--- src/rtl/agen_pkg.sv ---
package agen_pkg;
  localparam int unsigned AGEN_NSLOT = 2;

  localparam logic BANK_INT  = 1'b0;
  localparam logic BANK_FP   = 1'b1;
  localparam logic MODE_UNIT = 1'b0;
  localparam logic MODE_IMM  = 1'b1;

  typedef enum logic [0:0] {
    SQ_IDLE  = 1'b0,
    SQ_ISSUE = 1'b1
  } seq_state_e;
endpackage

--- src/rtl/agen_slot_bank.sv ---
module agen_slot_bank #(
  parameter int unsigned XLEN   = 32,
  parameter int unsigned RIDX_W = 5,
  parameter int unsigned NSLOT  = 2,
  parameter int unsigned SEL_W  = 1
) (
  input  logic              clk,
  input  logic              rst_n,
  input  logic              wr_en,
  input  logic [SEL_W-1:0]  wr_sel,
  input  logic [RIDX_W-1:0] wr_reg,
  input  logic              wr_bank,
  input  logic              wr_mode,
  input  logic [XLEN-1:0]   wr_amount,
  input  logic [RIDX_W-1:0] lk_reg,
  input  logic              lk_bank,
  output logic              hit,
  output logic              hit_mode,
  output logic [XLEN-1:0]   hit_amount
);

  logic [NSLOT-1:0] match;
  logic [NSLOT-1:0] mode_v;
  logic [XLEN-1:0]  amt_v [NSLOT];

  for (genvar g = 0; g < NSLOT; g++) begin : g_slot
    logic              we_g;
    logic              vld_r;
    logic [RIDX_W-1:0] reg_r;
    logic              bank_r;
    logic              mode_r;
    logic [XLEN-1:0]   amt_r;

    assign we_g = wr_en && (wr_sel == SEL_W'(g));

    always_ff @(posedge clk or negedge rst_n) begin
      if (!rst_n) begin
        vld_r  <= 1'b0;
        reg_r  <= '0;
        bank_r <= 1'b0;
        mode_r <= 1'b0;
        amt_r  <= '0;
      end else if (we_g) begin
        vld_r  <= 1'b1;
        reg_r  <= wr_reg;
        bank_r <= wr_bank;
        mode_r <= wr_mode;
        amt_r  <= wr_amount;
      end
    end

    assign match[g]  = vld_r && (reg_r == lk_reg) && (bank_r == lk_bank);
    assign mode_v[g] = mode_r;
    assign amt_v[g]  = amt_r;
  end

  // Lowest-numbered matching slot wins: scan downward so it is applied last.
  always_comb begin
    hit        = 1'b0;
    hit_mode   = 1'b0;
    hit_amount = '0;
    for (int i = NSLOT - 1; i >= 0; i--) begin
      if (match[i]) begin
        hit        = 1'b1;
        hit_mode   = mode_v[i];
        hit_amount = amt_v[i];
      end
    end
  end

endmodule

--- src/rtl/agen_plan.sv ---
module agen_plan
  import agen_pkg::*;
#(
  parameter int unsigned XLEN       = 32,
  parameter int unsigned IMM_W      = 12,
  parameter int unsigned ELEM_BYTES = 4
) (
  input  logic             hit,
  input  logic             hit_mode,
  input  logic [XLEN-1:0]  hit_amount,
  input  logic [XLEN-1:0]  base_addr,
  input  logic [IMM_W-1:0] imm,
  output logic [XLEN-1:0]  start_addr,
  output logic [XLEN-1:0]  step
);

  localparam logic [XLEN-1:0] UNIT_STEP = XLEN'(ELEM_BYTES);

  logic [XLEN-1:0] imm_x;
  logic [XLEN-1:0] disp;

  assign imm_x = {{(XLEN - IMM_W){imm[IMM_W-1]}}, imm};

  always_comb begin
    if (hit && (hit_mode == MODE_IMM)) begin
      disp = hit_amount;
      step = imm_x;
    end else if (hit) begin
      disp = hit_amount;
      step = UNIT_STEP;
    end else begin
      disp = imm_x;
      step = UNIT_STEP;
    end
    start_addr = base_addr + disp;
  end

endmodule

--- src/rtl/agen_seq.sv ---
module agen_seq
  import agen_pkg::*;
#(
  parameter int unsigned XLEN   = 32,
  parameter int unsigned RIDX_W = 5,
  parameter int unsigned VLEN_W = 4
) (
  input  logic              clk,
  input  logic              rst_n,
  input  logic              start,
  input  logic [XLEN-1:0]   start_addr,
  input  logic [XLEN-1:0]   step,
  input  logic [RIDX_W-1:0] dest,
  input  logic [VLEN_W-1:0] vlen,
  output logic              idle,
  output logic              req_valid,
  input  logic              req_ready,
  output logic [XLEN-1:0]   req_addr,
  output logic [RIDX_W-1:0] req_dest,
  output logic              req_last,
  output logic              done
);

  localparam logic [VLEN_W-1:0] ONE = VLEN_W'(1);

  seq_state_e        state_q, state_d;
  logic [XLEN-1:0]   addr_q,  addr_d;
  logic [XLEN-1:0]   step_q,  step_d;
  logic [RIDX_W-1:0] dest_q,  dest_d;
  logic [VLEN_W-1:0] left_q,  left_d;
  logic              done_q,  done_d;
  logic              take;
  logic              data_en;

  assign take = (state_q == SQ_ISSUE) && req_ready;

  always_comb begin
    state_d = state_q;
    addr_d  = addr_q;
    step_d  = step_q;
    dest_d  = dest_q;
    left_d  = left_q;
    done_d  = 1'b0;
    unique case (state_q)
      SQ_IDLE: begin
        if (start) begin
          addr_d = start_addr;
          step_d = step;
          dest_d = dest;
          left_d = vlen;
          if (vlen == '0) begin
            done_d = 1'b1;
          end else begin
            state_d = SQ_ISSUE;
          end
        end
      end
      SQ_ISSUE: begin
        if (req_ready) begin
          addr_d = addr_q + step_q;
          dest_d = dest_q + RIDX_W'(1);
          left_d = left_q - ONE;
          if (left_q == ONE) begin
            state_d = SQ_IDLE;
            done_d  = 1'b1;
          end
        end
      end
      default: state_d = SQ_IDLE;
    endcase
  end

  assign data_en = ((state_q == SQ_IDLE) && start) || take;

  always_ff @(posedge clk or negedge rst_n) begin
    if (!rst_n) begin
      state_q <= SQ_IDLE;
      done_q  <= 1'b0;
    end else begin
      state_q <= state_d;
      done_q  <= done_d;
    end
  end

  always_ff @(posedge clk or negedge rst_n) begin
    if (!rst_n) begin
      addr_q <= '0;
      step_q <= '0;
      dest_q <= '0;
      left_q <= '0;
    end else if (data_en) begin
      addr_q <= addr_d;
      step_q <= step_d;
      dest_q <= dest_d;
      left_q <= left_d;
    end
  end

  assign idle      = (state_q == SQ_IDLE);
  assign req_valid = (state_q == SQ_ISSUE);
  assign req_addr  = addr_q;
  assign req_dest  = dest_q;
  assign req_last  = (state_q == SQ_ISSUE) && (left_q == ONE);
  assign done      = done_q;

endmodule

--- src/rtl/strided_load_agen.sv ---
module strided_load_agen
  import agen_pkg::*;
#(
  parameter int unsigned XLEN       = 32,
  parameter int unsigned RIDX_W     = 5,
  parameter int unsigned IMM_W      = 12,
  parameter int unsigned VLEN_W     = 4,
  parameter int unsigned ELEM_BYTES = 4
) (
  input  logic              clk,
  input  logic              rst_n,
  input  logic              cfg_we,
  input  logic              cfg_slot,
  input  logic [RIDX_W-1:0] cfg_reg,
  input  logic              cfg_bank,
  input  logic              cfg_stride_imm,
  input  logic [XLEN-1:0]   cfg_amount,
  input  logic              ld_valid,
  output logic              ld_ready,
  input  logic [RIDX_W-1:0] ld_base_reg,
  input  logic              ld_base_bank,
  input  logic [XLEN-1:0]   ld_base_addr,
  input  logic [IMM_W-1:0]  ld_imm,
  input  logic [RIDX_W-1:0] ld_dest_reg,
  input  logic [VLEN_W-1:0] ld_vlen,
  output logic              req_valid,
  input  logic              req_ready,
  output logic [XLEN-1:0]   req_addr,
  output logic [RIDX_W-1:0] req_dest,
  output logic              req_last,
  output logic              ld_done
);

  localparam int unsigned SEL_W = $clog2(AGEN_NSLOT);

  logic            lk_hit;
  logic            lk_mode;
  logic [XLEN-1:0] lk_amount;
  logic [XLEN-1:0] plan_addr;
  logic [XLEN-1:0] plan_step;
  logic            seq_idle;
  logic            accept;

  agen_slot_bank #(
    .XLEN  (XLEN),
    .RIDX_W(RIDX_W),
    .NSLOT (AGEN_NSLOT),
    .SEL_W (SEL_W)
  ) u_slots (
    .clk       (clk),
    .rst_n     (rst_n),
    .wr_en     (cfg_we),
    .wr_sel    (SEL_W'(cfg_slot)),
    .wr_reg    (cfg_reg),
    .wr_bank   (cfg_bank),
    .wr_mode   (cfg_stride_imm),
    .wr_amount (cfg_amount),
    .lk_reg    (ld_base_reg),
    .lk_bank   (ld_base_bank),
    .hit       (lk_hit),
    .hit_mode  (lk_mode),
    .hit_amount(lk_amount)
  );

  agen_plan #(
    .XLEN      (XLEN),
    .IMM_W     (IMM_W),
    .ELEM_BYTES(ELEM_BYTES)
  ) u_plan (
    .hit       (lk_hit),
    .hit_mode  (lk_mode),
    .hit_amount(lk_amount),
    .base_addr (ld_base_addr),
    .imm       (ld_imm),
    .start_addr(plan_addr),
    .step      (plan_step)
  );

  assign accept = ld_valid && seq_idle;

  agen_seq #(
    .XLEN  (XLEN),
    .RIDX_W(RIDX_W),
    .VLEN_W(VLEN_W)
  ) u_seq (
    .clk       (clk),
    .rst_n     (rst_n),
    .start     (accept),
    .start_addr(plan_addr),
    .step      (plan_step),
    .dest      (ld_dest_reg),
    .vlen      (ld_vlen),
    .idle      (seq_idle),
    .req_valid (req_valid),
    .req_ready (req_ready),
    .req_addr  (req_addr),
    .req_dest  (req_dest),
    .req_last  (req_last),
    .done      (ld_done)
  );

  assign ld_ready = seq_idle;

endmodule

--- config.mk ---
export PLATFORM = sky130hd
export DESIGN_NAME = strided_load_agen
export DESIGN_NICKNAME = d
export VERILOG_FILES = /design/src/rtl/agen_pkg.sv /design/src/rtl/agen_slot_bank.sv /design/src/rtl/agen_plan.sv /design/src/rtl/agen_seq.sv /design/src/rtl/strided_load_agen.sv
export SDC_FILE = /design/constraint.sdc
export NUM_CORES = 1
export LEC_CHECK = 0
export BUFFER_PORTS_ARGS = -buffer_cell sky130_fd_sc_hd__buf_2
export CAP_MARGIN = 30
export CELL_PAD_IN_SITES_DETAIL_PLACEMENT = 0
export CELL_PAD_IN_SITES_GLOBAL_PLACEMENT = 2
export CORE_ASPECT_RATIO = 1.2
export CORE_MARGIN = 2
export CORE_UTILIZATION = 35
export DETAILED_ROUTE_END_ITERATION = 8
export GPL_ROUTABILITY_DRIVEN = 0
export PLACE_DENSITY = 0.75
export REMOVE_ABC_BUFFERS = 1
export SLEW_MARGIN = 20
export SYNTH_ARGS = -nofsm -noshare
export SYNTH_HDL_FRONTEND = slang
export SYNTH_HIERARCHICAL = 1
export SYNTH_SLANG_ARGS = --single-unit
--- constraint.sdc ---
create_clock -name clk -period 9.5 [get_ports clk]
set_input_delay 1.9 -clock clk [delete_from_list [all_inputs] [get_ports clk]]
set_output_delay 1.9 -clock clk [all_outputs]
set_load 0.05 [all_outputs]
==> results list, run 1 <==
* Cell depth of the worst min-delay path: 1
- Root buf cell: clkbuf_16
- Once detail routing completed, the nets flagged for antenna violations numbered 0.
* Worst Tran Pin Value: 0.8710 ns
- The Yosys step of the flow raised 6 warnings.
- Fill cells: 3179
- Nature of the critical path endpoint: register
- The final layout contains routed wiring with a total length of 30090 µm.
* Library cells used by synthesis: 81
- Post-Synthesis Cells: 1159
* Clock Skew: 0.01502 ns
- From synthesis to final layout, the design area changed by 13.09%.
- The routed layout has 8732 vias.
* Die area: 0.03289 mm²
- Setup violations remaining at the end of the flow were counted as 0.
* Number of buffers inserted for hold repair after clock tree synthesis: 0
- Starting DRC count in detailed routing: 521
- Pin placement for this block handled 145 I/O pins.
- Core area: 0.03118 mm²
- Power spread over the standard cell area amounts to 223.5 mW/mm².
* Proportion of synthesized chip area in sequential cells: 0.3524
- Number of sinks driven by the clock tree: 155
* Initial core utilization: 0.3530
- Data arrives at the worst endpoint at 6.67 ns.
- The path with the worst hold slack has its endpoint at u_slots/g_slot[0].vld_r.
- Total congestion overflow: 0
- Once the clock tree was built, the resizer swapped 0 gates to a different size.
- For the worst-skew pair, the clock arrives at the later sink with an insertion delay of 0.44 ns.
- The synthesized design contains 0 enable-type register cells.
* Die boundary width: 165.9 µm
- Post-route worst hold slack: 0.4760 ns
* CTS tree: built
- Worst slew margin: 0.4193
* Antenna fix cells: 0
* Layout Nets: 1418
* Required arrival time at the worst endpoint: 9.82 ns
* CP Depth: 20
* Commonest non-fill, non-tap cell in the layout: dfrtp_1
* Number of iterations in the first detailed-routing pass: 5
* Peak clock frequency supported by timing: 0.1573 GHz
- Count of final max-slew check failures: 0
- The number of clock buffers added by TritonCTS is 17.
- Setup repair bufs after CTS: 0
- Worst vdd ir: 0.1115 mV
- The startpoint identified for the worst register-to-register timing path is u_slots/g_slot[1].reg_r[2].
- The cell family contributing the most delay on the critical path is simple AND/OR/NAND/NOR gates.
- The tool flagged a number of max-cap violations equal to 0.
- Setup repair after global routing missed its margin: no
- Of the available clock period, the critical path in the final layout requires 0.6690.
- Share of post-route cells with drive strength above 1: 0.2571
- Clock-pin slew of the registers on the worst-case setup and hold paths: 0.07 ns
- DRC violations left: 0
- In this run the critical register-to-register path is captured at u_seq/req_addr[31].
- Critical path peak fanout: 45
- The setup path with the least slack is of type input port to register.
- Overall routing resource usage: 0.1844
- Mean number of vias per cell: 5.257
- During placement, the flow inserted port buffers numbering 144.
- For this run, asynchronously set or reset flops after synthesis account for 1.000.
* H-tree depth: 4
* Critical path buffers and inverters: 3
* Final HPWL from detailed placement: 22240 µm
* Leading cell types in the layout, fill and taps excluded: dfrtp_1 (155), buf_2 (143), nand2_1 (127), mux2_2 (91), o21ai_0 (67)
- Each instance of the synthesized netlist takes up on average 9.498 µm².
- Dividing the detail-routed wire length by the instance count gives 18.11 µm.
- For this run, the leading register cell type out of synthesis is dfrtp_1.
- Slowest stage delay, CP: 0.62 ns
- The run finished with clean final reports.
- Adding up every negative setup slack in the final design gives 0 ns.
- Via count of the first global-routing pass: 8630
* Maximum number of pins on one net before global-route repair: 93
- The slowest stage of the critical path belongs to the cell nand2b_1.
* Cell area after technology mapping: 0.01101 mm²
- Startpoint of the tightest hold check path: u_slots/g_slot[0].vld_r
* Die height: 198.3 µm
* Leakage power: 0.005845 µW
- The number of hold violations in the final report was 0.
- In the final layout, the multi-input gates occupy 0.006484 mm².
* First-pass GRT wire length: 48110 µm
- In the final layout, flip-flops and latches occupy 0.003879 mm².
- CP Cell Sequence: buf_2 -> xnor2_1 -> nand3_2 -> nor4b_4 -> buf_4 -> o21bai_2 -> buf_4 -> nand2b_1 -> nand2_1 -> ha_1 -> nand2_2 -> nor4_2 -> nand3_1 -> nand3_2 -> a31oi_2 -> o211ai_2 -> xnor2_1 -> a22oi_1 -> o21ai_0 -> a211o_1
- Initial antenna violation count: 0
* Clock tree buffer depth: 2
- Number of rows in the core area: 71
* Path class of the lowest-slack min-delay path: register to register
* Number of cells traversed by the worst register-to-register path: 19
- The worst register-to-register path has a setup slack of 4.34 ns.
- The worst setup path is launched from an input port.
* Flip-flop and latch count after synthesis: 155
- Clock period minus worst slack: 6.356 ns
## registers in the layout (all words and copies together), names as in the netlist
signal,flops
u_slots/g_slot.vld_r,2
u_slots/g_slot.amt_r,64
u_seq/req_addr,32
u_seq/left_q,4
u_seq/step_q,32
u_seq/done,1
u_seq/req_valid,1
u_seq/req_dest,5
u_slots/g_slot.bank_r,2
u_slots/g_slot.reg_r,10
u_slots/g_slot.mode_r,2
## synthesized netlist by cell type (4+ instances only)
library cell  instances  share of area
buf_6                 9         0.0092
nand2b_1              5         0.0028
o21ai_0              67          0.030
a31oi_1               4         0.0023
inv_1                47          0.016
o211ai_1             10         0.0068
buf_4                20          0.014
a21oi_2               5         0.0040
a31o_1               31          0.025
nor2_1               25         0.0085
clkbuf_1             53          0.018
nor4_1                4         0.0023
o21ai_1               5         0.0023
a221o_1               5         0.0045
a21o_1               34          0.023
xnor2_1              40          0.032
o21bai_1              6         0.0041
a22oi_1              17          0.012
mux2_2               91          0.093
and3_1               22          0.013
a21oi_1              65          0.030
mux2i_1              21          0.019
o21a_1                7         0.0048
nand3_1              14         0.0064
nand2_1             128          0.044
ha_1                 65          0.074
dfrtp_1             155           0.35
buf_2                 5         0.0023
buf_1                 4         0.0014
xor2_1               33          0.026
a211oi_1             16          0.011
nor2b_1              15         0.0085
o211a_1               4         0.0036
nor3_1               40          0.018
nand4_1              10         0.0057
## how the worst max path moves through the flow
| stage | startpoint | to | slack [ns] |
|---|---|---|---|
| finish | ld_base_reg[2] | u_seq/req_addr[31] | 3.14 |
| global route | ld_base_reg[2] | u_seq/req_addr[31] | 2.73 |
| CTS | ld_base_reg[2] | u_seq/req_addr[31] | 3.14 |
| detailed placement | ld_base_reg[2] | u_seq/req_addr[31] | 2.71 |
| global placement | ld_base_reg[2] | u_seq/req_addr[31] | 2.77 |
| floorplan | ld_base_reg[0] | u_seq/req_addr[31] | 2.19 |
## cells by family after synthesis
| group | after synthesis | synth area share |
|---|---|---|
| AO/OA/AOI/OAI | 319 | 0.2038 |
| AND/OR/NAND/NOR | 291 | 0.1309 |
| flip-flops | 155 | 0.3524 |
| buffers and inverters | 138 | 0.06058 |
| multiplexers | 115 | 0.1153 |
| XOR/XNOR | 74 | 0.05956 |
| adder cells (fa/ha/maj) | 67 | 0.07752 |
## power breakdown
part | leakage, µW | internal [µW] | switching [µW]
Sequential | 0.00192 | 794 | 125
Clock | 0.000246 | 340 | 301
Combinational | 0.00368 | 417 | 807
Total | 0.00585 | 1550 | 1230
## routing by layer
| metal | vias to the layer above | global-route usage | part of all wire |
|---|---|---|---|
| met3 | 19 | 0.02778 | 0.028 |
| met5 | - | 0 | 0 |
| li1 | 4344 | - | - |
| met1 | 4231 | 0.2528 | 0.48 |
| met4 | 0 | 0.04605 | 0.015 |
| met2 | 138 | 0.3060 | 0.48 |
## stage by stage
step / power [µW] / area, µm² / std cells / utilization / setup WS (ns)
4_1_cts: 2817 / 12420 / 1660 / 0.3984 / 3.145
6_report: 2783 / 12450 / 1661 / 0.3993 / 3.144
2_1_floorplan: 1798 / 10520 / 1068 / - / 2.191
5_1_grt: 2969 / 12450 / 1661 / 0.3993 / 2.727
3_3_place_gp: 2152 / 11880 / 1628 / 0.3810 / 2.767
3_5_place_dp: 2160 / 11880 / 1628 / 0.3810 / 2.712
## area by class of cell
cell class                 instances  share of cell area
multi-input combinational        866              0.5208
sequential                       155              0.3116
timing repair buffer             160             0.06965
tap                              401             0.04030
clock buffer                      19             0.03477
inverter                          47             0.01417
clock inverter                    13            0.008744
No activity file was read; power rests on OpenSTA's default activity.
==> run 2, diff against run 1 <==
--- a/config.mk
+++ b/config.mk
@@ -5,16 +5,17 @@
 export SDC_FILE = /design/constraint.sdc
 export NUM_CORES = 1
 export LEC_CHECK = 0
+export ABC_AREA = 1
 export BUFFER_PORTS_ARGS = -buffer_cell sky130_fd_sc_hd__buf_2
 export CAP_MARGIN = 30
 export CELL_PAD_IN_SITES_DETAIL_PLACEMENT = 0
 export CELL_PAD_IN_SITES_GLOBAL_PLACEMENT = 2
 export CORE_ASPECT_RATIO = 1.2
 export CORE_MARGIN = 2
-export CORE_UTILIZATION = 35
+export CORE_UTILIZATION = 32
 export DETAILED_ROUTE_END_ITERATION = 8
 export GPL_ROUTABILITY_DRIVEN = 0
-export PLACE_DENSITY = 0.75
+export PLACE_DENSITY = 0.79
 export REMOVE_ABC_BUFFERS = 1
 export SLEW_MARGIN = 20
 export SYNTH_ARGS = -nofsm -noshare
==> constraint.sdc (replaced) <==
create_clock -name clk -period 6.5 [get_ports clk]
set_input_delay 1.3 -clock clk [delete_from_list [all_inputs] [get_ports clk]]
set_output_delay 1.3 -clock clk [all_outputs]
set_load 0.05 [all_outputs]
==> run 2 against run 1 <==
Critical path depth is 4 higher; total power is 54% higher; via count grew 36%; combinational power increased by 61%; register-to-register slack worse by 1.9 ns; sequential share of layout area down 3.3 points; synthesized cell count grew 72%; setup slack got worse by 1.2 ns; non-clock buffer count did not move; largest power group unchanged.
==> results list, run 2 <==
- The flow ran to the end, and the final reports show no timing, DRC or antenna violations.
- Root buf cell: clkbuf_16
- Yosys Warn Count: 6 (unchanged)
- The number of hold violations in the final report came to 0 (unchanged).
- The number of register bits inferred by synthesis is 155 (unchanged).
- In the layout the commonest cells are nand2_1 (846), inv_1 (299), dfrtp_1 (154), buf_2 (143), nor2_1 (141).
* Library cells used by synthesis: 38 (-53%)
- Most frequent CP cell: nand2_1
- The total of buffers placed on input and output ports came to 144 (unchanged).
* Final HPWL from detailed placement: 30190 µm (+36%)
* Setup repair after global routing missed its margin: no
* Cell depth of the worst min-delay path: 2 (+1)
- The worst-case register-to-register setup slack was 2.44 ns (-1.90 ns).
- Number of buffers inserted for hold repair after clock tree synthesis: 0 (unchanged)
* Peak clock frequency supported by timing: 0.2177 GHz
- The detailed-route DRC error count is 0 (unchanged).
* Proportion of synthesized chip area in sequential cells: 0.3148 (-0.03754)
- The min-delay analysis places its worst path in the category register to register.
- Most frequently used cell type in the post-synthesis netlist: nand2_1
- The synthesized area per cell is 6.176 µm² (-35%).
- Commonest non-fill, non-tap cell in the layout: nand2_1
* Signal arrival time at the worst endpoint: 4.99 ns (-1.68 ns)
* First-pass GRT wire length: 62200 µm (+29%)
* CP Cell Sequence: buf_2 -> inv_1 -> nand2_1 -> a21oi_1 -> nand2_1 -> nor2_4 -> buf_4 -> nor2_1 -> inv_1 -> or2_1 -> nand2_1 -> ha_1 -> nand2_1 -> inv_1 -> nand2_1 -> nor3_1 -> nand3_1 -> nand3_1 -> nand2_1 -> nand2_1 -> nand2_1 -> nand2_1 -> nand2_1 -> nand2_1
* Routed Wire Length: 38460 µm (+28%)
- Maximum number of pins on one net before global-route repair: 91 (-2.2%)
- Core area: 0.03787 mm² (+21%)
- The post-synth design cell area was 0.01232 mm² (+12%).
* Reg2Reg Launch Point: u_slots/g_slot[0].reg_r[2]
- Clock period minus worst slack: 4.593 ns
- IO Pins: 145 (unchanged)
* Number of rows in the core area: 78 (+9.9%)
- Die boundary width: 183.1 µm (+10%)
* Worst slew margin: 0.4980 (+0.07867)
* WS Path Type: input port to register
* Overall via count from detail_route: 11.86k (+36%)
- The violation count after the first detailed-routing iteration is 632 (+21%).
- Crit path launch type: input port
* Via count of the first global-routing pass: 11.76k (+36%)
- Fill cells: 4251 (+34%)
- After synthesis, the most frequently instantiated cells are nand2_1 (848), inv_1 (299), dfrtp_1 (155).
- Following the worst setup path forward leads to its endpoint at u_seq/req_addr[24].
* Top cells by area in the synthesized netlist: dfrtp_1 (31%), nand2_1 (26%), inv_1 (9.1%), ha_1 (6.6%), o21ai_0 (5.4%)
* Number of sinks driven by the clock tree: 155 (unchanged)
- Number of synthesized flops with an enable pin: 0 (unchanged)
- The fraction of synthesis flops using an asynchronous set or reset pin is 1.000 (unchanged).
- The count of mapped cells out of synthesis is 1995 (+72%).
- Initial antenna violation count: 0 (unchanged)
- Power density cells: 307.8 mW/mm² (+38%)
- Clock-pin slew of the registers on the worst-case setup and hold paths: 0.06 ns (about the same)
* Worst Tran Pin Value: 0.7530 ns (-0.1180 ns)
- CTS tree: built
- Number of iterations in the first detailed-routing pass: 5 (unchanged)
- Number of setup violations in the final report: 0 (unchanged)
- The post-route antenna net violation count came to 0 (unchanged).
- Layout Nets: 2271 (+60%)
- Biggest register: u_slots/g_slot.amt_r
* Die height: 218.9 µm (+10%)
- Clock latency on the worst-skew pair: 0.46 ns (+0.02 ns)
- In this run the worst setup path begins at ld_base_reg[3].
- Initial core utilization: 0.3254 (-0.02767)
- The count of instances resized after the clock tree is built is 0 (unchanged).
- The flip-flop count of the largest register, all copies and words added came to 64 (unchanged).
- The overall power after layout was 4293 µW (+54%).
- In this run the critical register-to-register path is captured at u_seq/req_addr[24].
* Overall routing resource usage: 0.1989 (+0.01450)
* Max-capacitance violation count: 0 (unchanged)
* Cell with the largest stage delay on the worst path: or2_1
- The relative area change from synthesis to final layout was 13.20% (about the same).
- Number of cells traversed by the worst register-to-register path: 24 (+5)
- The worst-case clock buffer depth is 2 (unchanged).
- Critical path peak fanout: 32 (-29%)
- Die area: 0.04009 mm² (+22%)
- Mean number of vias per cell: 4.577 (-13%)
- The largest vdd supply drop is 0.2136 mV (+92%).
- The clock buffer count from CTS was 17 (unchanged).
* Clock Skew: 0.01108 ns (-0.003943 ns)
- The area share of the leading cell type in the synthesized netlist was 0.3148 (-0.03754).
* Leakage power: 0.008306 µW (+42%)
- The worst path required time was 6.90 ns (-2.92 ns).
- Setup repair bufs after CTS: 0 (unchanged)
- Antenna fix cells: 0 (unchanged)
- Count of final max-slew check failures: 0 (unchanged)
- For this run, the leading register cell type out of synthesis is dfrtp_1.
- Final setup TNS: 0 ns (unchanged)
- dfrtp_1 takes more of the synthesized area than any other cell.
* Period utilization: 0.7066
* H-tree depth: 4 (unchanged)
- The worst stage delay on the critical path was 0.56 ns (-0.06 ns).
- Startpoint of the tightest hold check path: u_slots/g_slot[1].vld_r
- The total congestion overflow was 0 (unchanged).
- Share of post-route cells with drive strength above 1: 0.1151 (-0.1421)
- The average wire per cell in the routed design came to 14.84 µm (-18%).
- Nature of the critical path endpoint: register
-- run 2: cell count changes in the layout (fill, tap and decap cells not counted), moves of 34 or more --
cell     previous run  this run
nand3_1            14       108
mux2_2             91         0
nor3_1             40         5
o21ai_0            67       132
xnor2_1            40         6
nand2_1           127       846
nor2_1             24       141
inv_1              47       299
-- run 2: worst min-delay path by stage --
stage                     slack [ns]                    endpoint
after floorplan                 0.42     u_slots/g_slot[1].vld_r
after global placement          0.45     u_slots/g_slot[1].vld_r
after detailed placement        0.45     u_slots/g_slot[1].vld_r
after CTS                       0.47     u_slots/g_slot[1].vld_r
after global routing            0.51  u_slots/g_slot[0].amt_r[1]
final                           0.46     u_slots/g_slot[1].vld_r
-- run 2: per-layer routing --
metal / part of all wire / track usage
met5: 0 / 0
met2: 0.49 / 0.3509
met1: 0.46 / 0.2522
met4: 0.020 / 0.06507
met3: 0.030 / 0.02356
-- run 2: cell families after synthesis --
group / after synthesis / synth area share
and+or+nand+nor: 1152 / 0.3761
buffers and inverters: 381 / 0.1280
AOI/OAI and AO/OA: 204 / 0.08632
DFF: 155 / 0.3148
adders and majority gates: 67 / 0.06926
xor gates and xnor gates: 36 / 0.02559
-- run 2: layout make-up --
cell class	instances	area, µm²	share of cell area
tap	480	600.6	0.04306
timing repair buffer	160	887.1	0.06360
clock inverter	13	117.6	0.008433
inverter	307	1152	0.08262
clock buffer	18	439.2	0.03149
multi-input combinational	1459	6870	0.4926
sequential	155	3880	0.2782
-- run 2: metrics by stage --
stage,worst slack [ns],utilization,hold slack (ns),instances,instance area [µm²]
after floorplan,1.457,-,0.4224,1921,11900
after global placement,1.384,0.3522,0.4486,2559,13340
after detailed placement,1.380,0.3522,0.4501,2559,13340
after CTS,1.850,0.3669,0.4666,2590,13890
after global routing,1.502,0.3683,0.5056,2592,13950
final,1.907,0.3683,0.4639,2592,13950
-- run 2: critical path, delay by kind of cell --
family                     cells  cell delay, ns
buffers and inverters          5            0.69
AOI/OAI and AO/OA              1            0.12
adders and majority gates      1            0.44
and+or+nand+nor               17            2.42
-- run 2: report_power, final --
group          switching (µW)  internal [µW]  leakage, µW
registers                 191           1160      0.00195
clock network             439            535     0.000261
logic                    1410            562      0.00609
==> run 3, diff against run 2 <==
==> constraint.sdc (replaced) <==
create_clock -name clk -period 4.61 [get_ports clk]
set_input_delay 0.922 -clock clk [delete_from_list [all_inputs] [get_ports clk]]
set_output_delay 0.922 -clock clk [all_outputs]
set_load 0.05 [all_outputs]
==> run 3 against run 2 <==
Critical path depth decreased by 3; total power increased by 42%; count of clock-buffer cells in the layout increased by 1; via count increased by 0.40%; setup slack got worse by 1.1 ns; global-route usage decreased by 0.14 points; final area increased by 0.22%; critical path type unchanged; critical endpoint is now u_seq/req_addr[13]; largest cell class unchanged.
==> results list, run 3 (synthesized netlist as in run 2, its figures left out) <==
- The run finished with clean final reports.
- Cell with the largest stage delay on the worst path: o21ai_0
- The overall track demand over capacity in global routing came to 0.1975 (-0.001429).
- Number of buffers created by CTS: 17 (unchanged)
- Clock-pin slew of the registers on the worst-case setup and hold paths: 0.07 ns (about the same)
* Required arrival time at the worst endpoint: 4.94 ns (-1.96 ns)
- Number of sinks driven by the clock tree: 155 (unchanged)
- Signal arrival time at the worst endpoint: 4.16 ns (-0.83 ns)
- The first-pass detailed-route iteration total came to 5 (unchanged).
- CTS tree: built
- Number of buffers inserted for hold repair after clock tree synthesis: 0 (unchanged)
- The violation count after the first detailed-routing iteration was 680 (+7.6%).
- The number of filler cells placed in the layout is 4321 (+1.6%).
- Antenna fix cells: 0 (unchanged)
- Power density cells: 437.3 mW/mm² (+42%)
- Leakage power: 0.008331 µW (+0.29%)
- Port Buffers: 144 (unchanged)
- In the layout the commonest cells are nand2_1 (846), inv_1 (299), dfrtp_1 (154), buf_2 (143), nor2_1 (141).
- The post-route antenna net violation count came to 0 (unchanged).
* Clock tree buffer depth: 2 (unchanged)
- The setup clock skew after layout was 0.008776 ns (-0.002305 ns).
- Path class of the lowest-slack min-delay path: input port to async pin
* Root buf cell: clkbuf_16
- DRC violations left: 0 (unchanged)
- The worst-margin pin slew was 0.8839 ns (+0.1309 ns).
- Critical path peak fanout: 21 (-34%)
- Area growth from synthesis to final layout: 13.45%
- Worst vdd ir: 0.2858 mV (+34%)
- Total congestion overflow: 0 (unchanged)
- The effective utilization at floorplan came to 0.3254 (unchanged).
- Crit path launch type: input port
- The area enclosed by the die boundary is 0.04009 mm² (unchanged).
* H-tree depth: 4 (unchanged)
- The overall power after layout is 6112 µW (+42%).
- Maximum number of pins on one net before global-route repair: 98 (+7.7%)
* Die height: 218.9 µm (unchanged)
- The number of placement rows is 78 (unchanged).
- The clock latency reported for the late side of the worst-skew pair is 0.46 ns (about the same).
- The total number of vias came to 11.91k (+0.40%).
* Routed Wire Length: 38000 µm (-1.2%)
- Layout Nets: 2270 (-0.044%)
- Post-cts gate resize count: 0 (unchanged)
* Max-capacitance violation count: 0 (unchanged)
* Setup repair after global routing missed its margin: no
* WS Path Type: input port to register
- The number of antenna violations at the first check in global routing came to 0 (unchanged).
- The worst stage delay on the critical path was 0.39 ns (-0.17 ns).
* Flip-flop count of the largest register after layout: 64 (unchanged)
- The number of buffers inserted by post-CTS setup repair came to 0 (unchanged).
* Worst slew margin: 0.4107 (-0.08726)
* Via count of the first global-routing pass: 11.84k (+0.73%)
- Nature of the critical path endpoint: register
* Commonest non-fill, non-tap cell in the layout: nand2_1
- The worst hold margin is 0.3580 ns (-0.1059 ns).
* IO Pins: 145 (unchanged)
- First-pass GRT wire length: 61800 µm (-0.64%)
- In the finished design, the share of the clock period the worst path needs comes to 0.8296.
* Share of post-route cells with drive strength above 1: 0.1141 (-0.0009470)
- u_slots/g_slot.amt_r holds more flip-flops than any other register.
- The count of final max-slew check failures came to 0 (unchanged).
- The core region area came to 0.03787 mm² (unchanged).
- CP Cell Sequence: buf_2 -> inv_1 -> nand2_1 -> a21oi_1 -> nand2_1 -> nor2_4 -> nor2_1 -> inv_1 -> or2_1 -> buf_4 -> nand2_1 -> ha_1 -> nand2_2 -> inv_1 -> nand2_1 -> inv_1 -> a21oi_1 -> nand2_2 -> xor2_1 -> o21ai_0 -> o21ai_1
- The width of the die came to 183.1 µm (unchanged).
* Peak clock frequency supported by timing: 0.2615 GHz
- Mean number of vias per cell: 4.595 (+0.40%)
- Number of setup violations in the final report: 0 (unchanged)
- Final hold violation count: 0 (unchanged)
* Post-detailed-route wirelength per cell: 14.66 µm (-1.2%)
- The routed design could run at a clock period as short as 3.825 ns.
* Final HPWL from detailed placement: 29760 µm (-1.4%)
- Final setup TNS: 0 ns (unchanged)
[run 3: metal layers]
metal | vias to the layer above | part of all wire | GRT usage
met5 | - | 0 | 0
met4 | 0 | 0.016 | 0.05760
met3 | 29 | 0.032 | 0.02423
met2 | 211 | 0.49 | 0.3509
met1 | 5377 | 0.46 | 0.2505
li1 | 6293 | - | -
[run 3: power breakdown]
group	total [µW]	internal [µW]	switching [µW]	leakage [µW]
Clock	1450	855	598	0.000292
Combinational	2760	785	1980	0.00609
Sequential	1900	1640	259	0.00195
[run 3: area by class of cell]
type,count,area [µm²],share of cell area
timing repair buffer,159,872.1,0.06239
tap,480,600.6,0.04297
clock inverter,13,168.9,0.01208
multi-input combinational,1459,6870,0.4915
sequential,155,3880,0.2776
clock buffer,19,432.9,0.03097
inverter,307,1152,0.08245
[run 3: stage by stage]
stage | utilization | std cells | setup slack, ns | cell area [µm²]
after detailed placement | 0.3525 | 2559 | 0.2536 | 13350
after global placement | 0.3525 | 2559 | 0.3299 | 13350
after global routing | 0.3691 | 2592 | 0.3717 | 13980
after CTS | 0.3684 | 2591 | 0.7476 | 13950
after floorplan | - | 1921 | -0.05510 | 11900
final | 0.3691 | 2592 | 0.7853 | 13980
[run 3: critical path, delay by kind of cell]
family / cells / cell delay, ns
simple gates: 9 / 1.00
fa+ha+maj: 1 / 0.37
xor+xnor: 1 / 0.17
compound gates: 4 / 0.84
buf+inv: 6 / 0.85
[run 3: final timing paths]
path                                            start                    endpoint  slack [ns]  cells past startpoint
setup / recovery                       ld_base_reg[3]          u_seq/req_addr[13]        0.79                     21
hold / removal                                  rst_n            u_seq/step_q[21]        0.36                      1
setup reg to reg           u_slots/g_slot[0].reg_r[2]          u_seq/req_addr[18]        0.93                     25
hold reg to reg               u_slots/g_slot[1].vld_r     u_slots/g_slot[1].vld_r        0.47                      2
max in group asynchronous                       rst_n  u_slots/g_slot[0].reg_r[0]        3.55                      2
min in group clk              u_slots/g_slot[1].vld_r     u_slots/g_slot[1].vld_r        0.47                      2
